## src/rtl/xfer_fifo_pkg.sv

```systemverilog
package xfer_fifo_pkg;
   localparam int FLD_W = 7;
   localparam int NIRQ  = 7;

   localparam logic [2:0] A_CTRL  = 3'd0;
   localparam logic [2:0] A_TRAIL = 3'd1;
   localparam logic [2:0] A_IEN   = 3'd2;
   localparam logic [2:0] A_ISTAT = 3'd3;
   localparam logic [2:0] A_FSTAT = 3'd4;
   localparam logic [2:0] A_TXD   = 3'd5;
   localparam logic [2:0] A_RXD   = 3'd6;

   localparam int I_TXAE  = 0;
   localparam int I_RXAF  = 1;
   localparam int I_TXUR  = 2;
   localparam int I_TXOR  = 3;
   localparam int I_RXUR  = 4;
   localparam int I_RXOR  = 5;
   localparam int I_TRAIL = 6;

   localparam int C_RXEN   = 0;
   localparam int C_TXEN   = 1;
   localparam int C_RXTRIG = 4;
   localparam int C_TXTRIG = 16;

   localparam int S_TXLVL   = 0;
   localparam int S_TXFULL  = 7;
   localparam int S_TXEMPTY = 8;
   localparam int S_RXLVL   = 16;
   localparam int S_RXFULL  = 23;
   localparam int S_RXEMPTY = 24;
endpackage

```

## src/rtl/xfer_fifo_queue.sv

```systemverilog
module xfer_fifo_queue #(
   parameter int DEPTH = 16,
   parameter int DW    = 8,
   localparam int AW   = $clog2(DEPTH),
   localparam int LW   = AW + 1
) (
   input  logic          clk,
   input  logic          rst_n,
   input  logic          flush,
   input  logic          push,
   input  logic [DW-1:0] push_data,
   input  logic          pop,
   output logic [DW-1:0] head,
   output logic [LW-1:0] level,
   output logic          full,
   output logic          empty,
   output logic          overrun,
   output logic          underrun
);
   generate
      if ((DEPTH & (DEPTH - 1)) != 0 || DEPTH < 2) begin : g_depth_pow2
         $error("xfer_fifo_queue: DEPTH must be a power of two");
      end
   endgenerate

   logic [DW-1:0] mem_q [DEPTH];
   logic [AW-1:0] wr_q, rd_q;
   logic [LW-1:0] level_q;
   logic          take, put;

   assign full     = (level_q == LW'(DEPTH));
   assign empty    = (level_q == '0);
   assign take     = pop & ~empty;
   assign put      = push & (~full | take);
   assign overrun  = push & full & ~take;
   assign underrun = pop & empty;
   assign head     = empty ? '0 : mem_q[rd_q];
   assign level    = level_q;

   always_ff @(posedge clk) begin
      if (put) mem_q[wr_q] <= push_data;
   end

   always_ff @(posedge clk) begin
      if (!rst_n || flush) begin
         wr_q    <= '0;
         rd_q    <= '0;
         level_q <= '0;
      end else begin
         if (put)  wr_q <= wr_q + 1'b1;
         if (take) rd_q <= rd_q + 1'b1;
         level_q <= level_q + LW'(put) - LW'(take);
      end
   end

   assert_level_bound_R2: assert property (@(posedge clk) disable iff (!rst_n)
      level_q <= LW'(DEPTH));
   assert_overrun_keeps_full_R4: assert property (@(posedge clk) disable iff (!rst_n)
      (overrun && !flush) |=> full);
   assert_underrun_stays_empty_R5: assert property (@(posedge clk) disable iff (!rst_n)
      (underrun && !push && !flush) |=> empty);
endmodule

```

## src/rtl/xfer_fifo_trail.sv

```systemverilog
module xfer_fifo_trail #(
   parameter int CW = 4
) (
   input  logic          clk,
   input  logic          rst_n,
   input  logic          armed,
   input  logic          activity,
   input  logic [CW-1:0] limit,
   output logic          fire
);
   logic [CW-1:0] cnt_q;

   always_ff @(posedge clk) begin
      if (!rst_n || !armed || activity) cnt_q <= '0;
      else if (cnt_q != limit)          cnt_q <= cnt_q + 1'b1;
   end

   assign fire = armed & ~activity & (cnt_q == limit);

   assert_trail_restart_R6: assert property (@(posedge clk) disable iff (!rst_n)
      (!armed || activity) |=> (cnt_q == '0));
endmodule

```

## src/rtl/xfer_fifo_irqctl.sv

```systemverilog
module xfer_fifo_irqctl #(
   parameter int N = 7
) (
   input  logic         clk,
   input  logic         rst_n,
   input  logic [N-1:0] set_vec,
   input  logic         clr_we,
   input  logic [N-1:0] clr_mask,
   input  logic         en_we,
   input  logic [N-1:0] en_data,
   output logic [N-1:0] stat,
   output logic [N-1:0] en,
   output logic         irq
);
   always_ff @(posedge clk) begin
      if (!rst_n)     en <= '0;
      else if (en_we) en <= en_data;
   end

   generate
      for (genvar i = 0; i < N; i++) begin : g_bit
         logic bit_q;
         always_ff @(posedge clk) begin
            if (!rst_n)                     bit_q <= 1'b0;
            else if (set_vec[i])            bit_q <= 1'b1;
            else if (clr_we && clr_mask[i]) bit_q <= 1'b0;
         end
         assign stat[i] = bit_q;

         assert_set_wins_R8: assert property (@(posedge clk) disable iff (!rst_n)
            set_vec[i] |=> stat[i]);
         assert_w1c_clears_R8: assert property (@(posedge clk) disable iff (!rst_n)
            (clr_we && clr_mask[i] && !set_vec[i]) |=> !stat[i]);
      end
   endgenerate

   assign irq = |(stat & en);
endmodule

```

## src/rtl/xfer_fifo_irq.sv

```systemverilog
module xfer_fifo_irq
   import xfer_fifo_pkg::*;
#(
   parameter int DEPTH   = 16,
   parameter int TRAIL_W = 4
) (
   input  logic        clk,
   input  logic        rst_n,
   input  logic        reg_we,
   input  logic        reg_re,
   input  logic [2:0]  reg_addr,
   input  logic [31:0] reg_wdata,
   output logic [31:0] reg_rdata,
   input  logic        eng_tx_pop,
   output logic [7:0]  eng_tx_data,
   input  logic        eng_rx_push,
   input  logic [7:0]  eng_rx_data,
   output logic        irq
);
   localparam int LW = $clog2(DEPTH) + 1;

   generate
      if (DEPTH != 16 && DEPTH != 64) begin : g_depth_chk
         $error("xfer_fifo_irq: DEPTH must be 16 or 64");
      end
      if (TRAIL_W < 1 || TRAIL_W > 8) begin : g_trail_chk
         $error("xfer_fifo_irq: TRAIL_W out of range");
      end
   endgenerate

   logic             rx_en_q, tx_en_q, rx_en_d, tx_en_d;
   logic [FLD_W-1:0] rx_trig_q, tx_trig_q;
   logic [TRAIL_W-1:0] trail_q;
   logic             ctrl_wr;

   assign ctrl_wr = reg_we && (reg_addr == A_CTRL);
   assign rx_en_d = ctrl_wr ? reg_wdata[C_RXEN] : rx_en_q;
   assign tx_en_d = ctrl_wr ? reg_wdata[C_TXEN] : tx_en_q;

   always_ff @(posedge clk) begin
      if (!rst_n) begin
         rx_en_q   <= 1'b0;
         tx_en_q   <= 1'b0;
         rx_trig_q <= '0;
         tx_trig_q <= '0;
         trail_q   <= '0;
      end else begin
         rx_en_q <= rx_en_d;
         tx_en_q <= tx_en_d;
         if (ctrl_wr) begin
            rx_trig_q <= reg_wdata[C_RXTRIG +: FLD_W];
            tx_trig_q <= reg_wdata[C_TXTRIG +: FLD_W];
         end
         if (reg_we && reg_addr == A_TRAIL) trail_q <= reg_wdata[TRAIL_W-1:0];
      end
   end

   logic          tx_push, tx_pop, rx_push, rx_pop;
   logic [LW-1:0] tx_lvl, rx_lvl;
   logic          tx_full, tx_empty, rx_full, rx_empty;
   logic          tx_or, tx_ur, rx_or, rx_ur;
   logic [7:0]    rx_head;

   assign tx_push = tx_en_q & reg_we & (reg_addr == A_TXD);
   assign tx_pop  = tx_en_q & eng_tx_pop;
   assign rx_push = rx_en_q & eng_rx_push;
   assign rx_pop  = rx_en_q & reg_re & (reg_addr == A_RXD);

   xfer_fifo_queue #(.DEPTH(DEPTH), .DW(8)) u_txq (
      .clk(clk), .rst_n(rst_n), .flush(!tx_en_d),
      .push(tx_push), .push_data(reg_wdata[7:0]), .pop(tx_pop),
      .head(eng_tx_data), .level(tx_lvl), .full(tx_full), .empty(tx_empty),
      .overrun(tx_or), .underrun(tx_ur));

   xfer_fifo_queue #(.DEPTH(DEPTH), .DW(8)) u_rxq (
      .clk(clk), .rst_n(rst_n), .flush(!rx_en_d),
      .push(rx_push), .push_data(eng_rx_data), .pop(rx_pop),
      .head(rx_head), .level(rx_lvl), .full(rx_full), .empty(rx_empty),
      .overrun(rx_or), .underrun(rx_ur));

   logic [FLD_W-1:0] tx_lvl_x, rx_lvl_x;
   assign tx_lvl_x = FLD_W'(tx_lvl);
   assign rx_lvl_x = FLD_W'(rx_lvl);

   logic trail_armed, trail_fire;
   assign trail_armed = rx_en_q && (rx_lvl_x != '0) && (rx_lvl_x < rx_trig_q);

   xfer_fifo_trail #(.CW(TRAIL_W)) u_trail (
      .clk(clk), .rst_n(rst_n), .armed(trail_armed),
      .activity(rx_push | rx_pop), .limit(trail_q), .fire(trail_fire));

   logic [NIRQ-1:0] set_vec, stat, ien;
   always_comb begin
      set_vec          = '0;
      set_vec[I_TXAE]  = tx_en_q && (tx_lvl_x <= tx_trig_q);
      set_vec[I_RXAF]  = rx_en_q && (rx_lvl_x >= rx_trig_q);
      set_vec[I_TXUR]  = tx_ur;
      set_vec[I_TXOR]  = tx_or;
      set_vec[I_RXUR]  = rx_ur;
      set_vec[I_RXOR]  = rx_or;
      set_vec[I_TRAIL] = trail_fire;
   end

   xfer_fifo_irqctl #(.N(NIRQ)) u_irq (
      .clk(clk), .rst_n(rst_n), .set_vec(set_vec),
      .clr_we(reg_we && reg_addr == A_ISTAT), .clr_mask(reg_wdata[NIRQ-1:0]),
      .en_we(reg_we && reg_addr == A_IEN), .en_data(reg_wdata[NIRQ-1:0]),
      .stat(stat), .en(ien), .irq(irq));

   always_comb begin
      reg_rdata = '0;
      case (reg_addr)
         A_CTRL: begin
            reg_rdata[C_RXEN]            = rx_en_q;
            reg_rdata[C_TXEN]            = tx_en_q;
            reg_rdata[C_RXTRIG +: FLD_W] = rx_trig_q;
            reg_rdata[C_TXTRIG +: FLD_W] = tx_trig_q;
         end
         A_TRAIL: reg_rdata[TRAIL_W-1:0] = trail_q;
         A_IEN:   reg_rdata[NIRQ-1:0]    = ien;
         A_ISTAT: reg_rdata[NIRQ-1:0]    = stat;
         A_FSTAT: begin
            reg_rdata[S_TXLVL +: FLD_W] = tx_lvl_x;
            reg_rdata[S_TXFULL]         = tx_full;
            reg_rdata[S_TXEMPTY]        = tx_empty;
            reg_rdata[S_RXLVL +: FLD_W] = rx_lvl_x;
            reg_rdata[S_RXFULL]         = rx_full;
            reg_rdata[S_RXEMPTY]        = rx_empty;
         end
         A_RXD:   reg_rdata[7:0] = rx_head;
         default: reg_rdata = '0;
      endcase
   end

   logic unused_wdata;
   assign unused_wdata = ^{reg_wdata[31:23], reg_wdata[15:11]};

   assert_trail_needs_data_R6: assert property (@(posedge clk) disable iff (!rst_n)
      trail_fire |-> !rx_empty);
endmodule

```

## config.mk

```make
export PLATFORM = sky130hd
export DESIGN_NAME = xfer_fifo_irq
export DESIGN_NICKNAME = d
export VERILOG_FILES = /design/src/rtl/xfer_fifo_pkg.sv /design/src/rtl/xfer_fifo_queue.sv /design/src/rtl/xfer_fifo_trail.sv /design/src/rtl/xfer_fifo_irqctl.sv /design/src/rtl/xfer_fifo_irq.sv
export SDC_FILE = /design/constraint.sdc
export NUM_CORES = 1
export LEC_CHECK = 0
export ABC_AREA = 1
export BUFFER_PORTS_ARGS = -buffer_cell sky130_fd_sc_hd__clkbuf_2
export CAP_MARGIN = 20
export CORE_ASPECT_RATIO = 1.75
export CORE_MARGIN = 2
export CORE_UTILIZATION = 57
export CTS_BUF_LIST = sky130_fd_sc_hd__clkbuf_8
export DETAILED_ROUTE_END_ITERATION = 10
export GPL_TIMING_DRIVEN = 0
export PLACE_DENSITY = 0.82
export SYNTH_ARGS = -nofsm -noshare
export SYNTH_HDL_FRONTEND = slang
export SYNTH_HIERARCHICAL = 1
export SYNTH_SLANG_ARGS = --single-unit
```

## constraint.sdc

```tcl
create_clock -name clk -period 2.6 [get_ports clk]
set_clock_uncertainty 0.2 [all_clocks]
set_input_delay 0.26 -clock clk [delete_from_list [all_inputs] [get_ports clk]]
set_output_delay 0.26 -clock clk [all_outputs]
set_load 0.02 [all_outputs]
```

==> flow_metrics.env, run 1 <==
export IMPL_regArea_um2=9150
export IMPL_violations="setup timing"
export IMPL_multi_input_area_um2=5280
export IMPL_fin_nets=1767
export IMPL_dr_first_iter_drc_count=1076
export IMPL_hold_path_class="in -> reg"
export IMPL_die_w_um=125
export IMPL_ys_types=37
export IMPL_slew_viol_final=0
export IMPL_synthTopCellsByArea="edfxtp_1, nand2_1, dfxtp_1, nand3_1, nor2_1"
export IMPL_path_max_fanout=5
export IMPL_netlist_area_leader_share=0.524
export IMPL_clk_latency_ns=0.59
export IMPL_grt_max_degree=21
export IMPL_antenna_found_initial=0
export IMPL_routedWlPerCell_um=20.0
export IMPL_drive_gt1_frac=0.251
export IMPL_rsz0062_at_grt="true"
export IMPL_htreeDepth=2
export IMPL_outcome="finished with violations"
export IMPL_cts_made_buffers=44
export IMPL_critPathKind="reg -> out"
export IMPL_io_pins=90
export IMPL_ir_worst_vdd_v=0.000542
export IMPL_ys_warn_count=6
export IMPL_area_growth_pct=23.2
export IMPL_setup_viol=8
export IMPL_synthFlopType="edfxtp_1"
export IMPL_yosys_area_top_type="edfxtp_1"
export IMPL_finalWirelength_um=40700
export IMPL_yosysMostFrequentCell="nand2_1"
export IMPL_start_util=0.581
export IMPL_drc=0
export IMPL_placed_area_um2=15400
export IMPL_finalCriticalPeriod_ns=2.86
export IMPL_die_y_um=216
export IMPL_required_ns=2.14
export IMPL_port_buffers=62
export IMPL_grt_pass1_wl_um=59600
export IMPL_finalCritPeriodShare=1.10
export IMPL_p_leak_nw=7.09
export IMPL_grtUsageTotal=0.283
export IMPL_firstDrtPassIters=9
export IMPL_path_clk_slew_ns=0.07
export IMPL_slew_headroom=0.447
export IMPL_coreArea_um2=25200
export IMPL_ant_nets=0
export IMPL_max_cap_viol_count=0
export IMPL_synth_top_cells_by_count="nand2_1, edfxtp_1, nand3_1, nor2_1, inv_1"
export IMPL_worst_pin_slew_ns=0.826
export IMPL_cts_buffer_depth=3
export IMPL_dieArea_um2=27100
export IMPL_async_reset_ff_frac=0
export IMPL_fmax_mhz=349
export IMPL_crit_path_end_kind="primary output"
export IMPL_grt_overflow_total=0
export IMPL_synth_area_per_cell_um2=9.82
export IMPL_syn_area_um2=14700
export IMPL_pwr_density_cell_nw_per_um2=557
export IMPL_fillCellCount=1693
export IMPL_ys_ff_latch=328
export IMPL_avgViaCountPerCell=5.79
export IMPL_row_count=77
export IMPL_clock_tree_root_cell="clkbuf_8"
export IMPL_cts_sinks=328
export IMPL_setup_ws_ns=-0.262
export IMPL_startpoint_type="flip-flop"
export IMPL_p_total_w=0.0101
export IMPL_ys_seq_area_frac=0.622
export IMPL_worstPathArrival_ns=2.40
export IMPL_netlist_instances=1493
export IMPL_synth_edf_count=256
export IMPL_dp_hpwl_um=26400
export IMPL_finalHoldViolations=0
export IMPL_routabilityCongestion=0.919
export IMPL_cts_tree="yes"
export IMPL_grt_pass1_vias=11500
export IMPL_vias=11800
export IMPL_final_design_area_no_fill_um2=18100
export IMPL_n_antenna_cell=0
==> final timing paths <==
| path | to | cells past startpoint | slack (ns) | start |
|---|---|---|---|---|
| worst min-delay path | u_rxq/mem_q[10][7] | 1 | 0.02 | eng_rx_data[7] |
| worst min register to register | tx_trig_q[4] | 2 | 0.26 | tx_trig_q[4] |
| worst max-delay path | reg_rdata[4] | 13 | -0.26 | flip-flop |
| worst max register to register | u_rxq/level[4] | 14 | 0.03 | u_rxq/level[2] |
==> critical path, stage by stage, from the launching register on <==
cell and delay, ns:
dfxtp_4 0.44, buf_12 0.17, buf_8 0.13, nand2_1 0.07, nand3_2 0.07, nand3_2 0.10
nand2_4 0.10, nand2_2 0.07, a21oi_2 0.15, nand4_1 0.10, o21ai_1 0.09, inv_1 0.07
nand4_1 0.10, clkbuf_8 0.18
==> area by class of cell <==
type / count / share of cell area
repair buffers: 134 / 0.0647
clock buffers: 46 / 0.0350
well taps: 316 / 0.0219
inverters: 104 / 0.0241
flip-flops and latches: 328 / 0.506
plain buffers: 73 / 0.0396
repair inverters: 1 / 0.000208
multi-input cells: 999 / 0.292
clock inverters: 35 / 0.0161
==> repair_timing <==
action	CTS	global route
resized for setup	152	156
endpoints found under the setup margin	268	189
cloned	7	1
hold buffers	26	0
pin swaps	41	61
endpoints found under the hold margin	139	0
buffers inserted	20	18
==> state kept, by name, summed over array words and instances, names as in the netlist, named ones only <==
signal	count
u_rxq/rd_q	4
u_rxq/level	5
u_txq/wr_q	4
u_txq/level	5
u_txq/rd_q	4
u_trail/cnt_q	4
u_rxq/wr_q	4
u_rxq/mem_q	128
rx_trig_q	7
tx_trig_q	7
tx_en_q	1
u_irq/g_bit.bit_q	7
u_irq/en	7
trail_q	4
u_txq/mem_q	128
rx_en_q	1
==> cells by family (layout without fill, tap and decap cells) <==
kind of cell | count (synthesis) | count (layout) | synth area share
flip-flops | 328 | 328 | 0.622
AND/OR/NAND/NOR | 833 | 833 | 0.239
XOR/XNOR | 12 | 12 | 0.00717
buffers and inverters | 177 | 393 | 0.0640
other | 1 | 12 | 0.000256
AO/OA/AOI/OAI | 109 | 109 | 0.0383
adder cells (fa/ha/maj) | 33 | 33 | 0.0292
==> stage by stage <==
| step | setup TNS (ns) | std cells | setup WS [ns] | hold WS (ns) | utilization |
|---|---|---|---|---|---|
| 2_1_floorplan | 0 | 1504 | 0.0551 | 0.159 | - |
| 3_3_place_gp | -33.99 | 1882 | -0.326 | 0.247 | 0.611 |
| 3_5_place_dp | -43.40 | 1882 | -0.350 | 0.254 | 0.611 |
| 4_1_cts | -1.27 | 2016 | -0.178 | 0.00178 | 0.689 |
| 5_1_grt | -2.40 | 2036 | -0.286 | 0.0219 | 0.716 |
| 6_report | -1.67 | 2036 | -0.262 | 0.0182 | 0.716 |
==> placed cells by master (no fill, tap or decap), types with 5 or more instances in the layout <==
master,synthesis,routed
o21ai_1,2,6
dfxtp_4,0,5
nor2_2,0,23
nand2_2,3,43
buf_2,21,7
dlygate4sd3_1,0,26
o21ai_0,35,31
buf_8,0,7
bufinv_16,0,5
nand3_2,0,55
a21oi_2,0,14
edfxtp_1,256,256
buf_4,26,63
nor2_4,2,5
nor2_1,112,86
clkbuf_8,2,55
clkinvlp_4,0,5
clkinv_1,2,6
conb_1,1,12
nand2_1,471,423
ha_1,31,27
a21oi_1,65,51
clkinv_2,0,8
nand2_4,2,9
clkbuf_2,0,45
inv_1,90,95
buf_6,17,32
buf_12,0,5
inv_2,11,12
dfxtp_1,72,63
xor2_1,8,8
nand3_1,226,171
nand4_1,8,8
==> where the power goes <==
part           total [W]  switching [W]  leakage (nW)  internal (W)
combinational   0.000323       0.000223          3.68      0.000101
clock            0.00408        0.00192         0.522       0.00216
sequential       0.00566      0.0000132          2.89       0.00565
==> per-layer routing <==
metal / vias up / global-route usage / part of all wire
li1: 5383 / - / -
met1: 5541 / 0.277 / 0.32
met2: 659 / 0.536 / 0.54
met3: 198 / 0.0375 / 0.062
met4: 0 / 0.209 / 0.074
met5: - / 0 / 0
Note: power is estimated with default switching activity, not from simulation.
==> inputs of run 2 (changes only) <==
- SYNTH_HIERARCHICAL: 1 -> unset
==> run 2 against run 1 <==
Effect of this change:
- the run still ends with setup timing left
- flip-flop and latch count did not move
- synthesized cell count is 3.0% higher
- setup slack better by 0.17 ns
- die area rose by 1.4%
- area after synthesis grew 1.5%
- final area down 1.9%
- combinational power grew 7.7%
- largest cell class unchanged
==> flow_metrics.env, run 2 <==
export IMPL_ys_warn_count=0
export IMPL_setup_ws_ns=-0.0958
export IMPL_cts_buffer_depth=3
export IMPL_power_switching_w=0.00218
export IMPL_grt_max_degree=20
export IMPL_crit_path_end_kind="flip-flop"
export IMPL_layout_common_cells="nand2_1, edfxtp_1, nand3_1, inv_1, dfxtp_1"
export IMPL_row_count=78
export IMPL_max_cap_viol_count=0
export IMPL_cts_made_buffers=45
export IMPL_die_y_um=218
export IMPL_async_reset_ff_frac=0
export IMPL_startpoint_type="flip-flop"
export IMPL_finalWirelength_um=42300
export IMPL_pwr_density_cell_nw_per_um2=562
export IMPL_ys_types=44
export IMPL_synthTopCellsByArea="edfxtp_1, nand2_1, dfxtp_1, nand3_1, inv_1"
export IMPL_area_growth_pct=19.1
export IMPL_path_clk_slew_ns=0.07
export IMPL_final_common_cell="nand2_1"
export IMPL_routedWlPerCell_um=20.4
export IMPL_synthFlopType="edfxtp_1"
export IMPL_switching_share=0.219
export IMPL_grtUsageTotal=0.302
export IMPL_required_ns=2.88
export IMPL_p_seq_frac=0.569
export IMPL_worstPathArrival_ns=2.98
export IMPL_start_util=0.578
export IMPL_ant_nets=0
export IMPL_clockPowerShare=0.396
export IMPL_antenna_found_initial=0
export IMPL_hold_worst_slack_ns=0.0218
export IMPL_firstDrtPassIters=5
export IMPL_fmax_mhz=371
export IMPL_placed_area_um2=15700
export IMPL_dr_first_iter_drc_count=905
export IMPL_netlist_area_leader_share=0.517
export IMPL_finalCriticalPeriod_ns=2.70
export IMPL_fin_nets=1797
export IMPL_avgViaCountPerCell=5.63
export IMPL_finalHoldViolations=0
export IMPL_p_total_w=0.00996
export IMPL_violations="setup timing"
export IMPL_rsz0062_at_grt="true"
export IMPL_syn_area_um2=14900
export IMPL_vias=11600
export IMPL_yosys_area_top_type="edfxtp_1"
export IMPL_io_pins=90
export IMPL_drive_gt1_frac=0.201
export IMPL_dieArea_um2=27500
export IMPL_slew_viol_final=0
export IMPL_fin_setup_tns_ns=-0.0958
export IMPL_p_int_w=0.00778
export IMPL_coreArea_um2=25800
export IMPL_ys_seq_area_frac=0.613
export IMPL_synth_top_cells_by_count="nand2_1, edfxtp_1, nand3_1, inv_1, dfxtp_1"
export IMPL_largest_registers="u_rxq.mem_q: 128 flops, u_txq.mem_q: 128 flops"
export IMPL_worst_pin_slew_ns=0.976
export IMPL_dp_hpwl_um=29300
export IMPL_finalCritPeriodShare=1.04
export IMPL_final_core_util=0.688
export IMPL_ys_ff_latch=328
export IMPL_htreeDepth=2
export IMPL_grt_pass1_vias=11600
export IMPL_p_leak_nw=7.47
export IMPL_path_max_fanout=3
export IMPL_grt_overflow_total=0
export IMPL_final_design_area_no_fill_um2=17700
export IMPL_slew_headroom=0.346
export IMPL_setup_viol=1
export IMPL_cts_tree="yes"
export IMPL_outcome="finished with violations"
export IMPL_yosysMostFrequentCell="nand2_1"
export IMPL_fillCellCount=1889
export IMPL_grt_pass1_wl_um=62700
export IMPL_power_frac_comb=0.035
export IMPL_clock_tree_root_cell="clkbuf_8"
export IMPL_n_antenna_cell=0
export IMPL_hold_path_class="in -> reg"
export IMPL_synth_edf_count=256
export IMPL_synth_area_per_cell_um2=9.68
export IMPL_drc=0
export IMPL_die_w_um=126
export IMPL_netlist_instances=1538
export IMPL_clk_latency_ns=0.58
export IMPL_critPathKind="reg -> reg"
export IMPL_ir_worst_vdd_v=0.000742
export IMPL_routabilityCongestion=0.975
export IMPL_cts_sinks=328
export IMPL_port_buffers=62
[run 2: repair_timing]
| item | in CTS | in global routing |
|---|---|---|
| hold buffers | 31 | 0 |
| pin swaps | 3 | 14 |
| setup endpoints to repair | 77 | 159 |
| resized for setup | 95 | 149 |
| setup buffers | 4 | 13 |
| endpoints found under the hold margin | 167 | 0 |
| gates cloned | 0 | 2 |
[run 2: layout make-up]
type,count,area (µm²),area share
plain buffers,70,676,0.0381
clock buffers,48,661,0.0373
clock inverters,34,228,0.0128
inverters,201,793,0.0448
multi-input cells,949,4960,0.280
flip-flops and latches,328,9150,0.516
well taps,320,400,0.0226
repair buffers,118,850,0.0479
repair inverters,1,7.51,0.000424
[run 2: cell families (layout without fill, tap and decap cells)]
logic type,count (synthesis),after routing,share of synthesized area
compound gates,123,123,0.0464
xor+xnor,15,15,0.00883
fa+ha+maj,34,34,0.0296
buf+inv,272,472,0.0772
flops,328,328,0.613
other cells,1,12,0.000252
simple gates,765,765,0.224
[run 2: path summary, 6_finish.rpt]
| kind | start | end | slack (ns) | depth (start not counted) |
|---|---|---|---|---|
| hold reg to reg | u_irq.g_bit[2].bit_q | u_irq.g_bit[2].bit_q | 0.28 | 2 |
| setup / recovery | u_txq.level[3] | u_txq.level[4] | -0.1 | 19 |
| setup reg to reg | u_txq.level[3] | u_txq.level[4] | -0.1 | 19 |
| hold / removal | eng_rx_data[2] | u_rxq.mem_q[7][2] | 0.02 | 1 |
[run 2: stage by stage]
stage,worst slack [ns],cells
floorplan,0.0221,1549
finish,-0.0958,2069
CTS,-0.158,2054
detailed placement,-0.388,1938
global placement,-0.314,1931
global route,-0.182,2069
[run 2: power groups by stage]
stage,Clock [W],Sequential (W),Combinational [W]
finish,0.00395,0.00567,0.000348
global placement,0,0.00578,0.000284
floorplan,0,0.00578,0.000144
detailed placement,0,0.00578,0.000291
global route,0.00417,0.00567,0.000369
CTS,0.00397,0.00567,0.000328
[run 2: critical path: stages, from the launching register on]
cell	delay (ns)
dfxtp_2	0.34
inv_2	0.10
ha_4	0.15
nand2_4	0.05
nor2_4	0.14
nand2_4	0.08
nand2_4	0.09
inv_4	0.04
ha_4	0.20
inv_2	0.06
ha_4	0.14
inv_2	0.04
fa_2	0.36
inv_2	0.08
a21oi_2	0.05
nor2_1	0.12
nor2_1	0.07
xor2_1	0.15
nand2_1	0.08
inv_1	0.04
[run 2: routing by layer]
metal,track usage,part of all wire
met3,0.0469,0.051
met4,0.246,0.095
met5,0,0
met1,0.284,0.31
met2,0.565,0.54
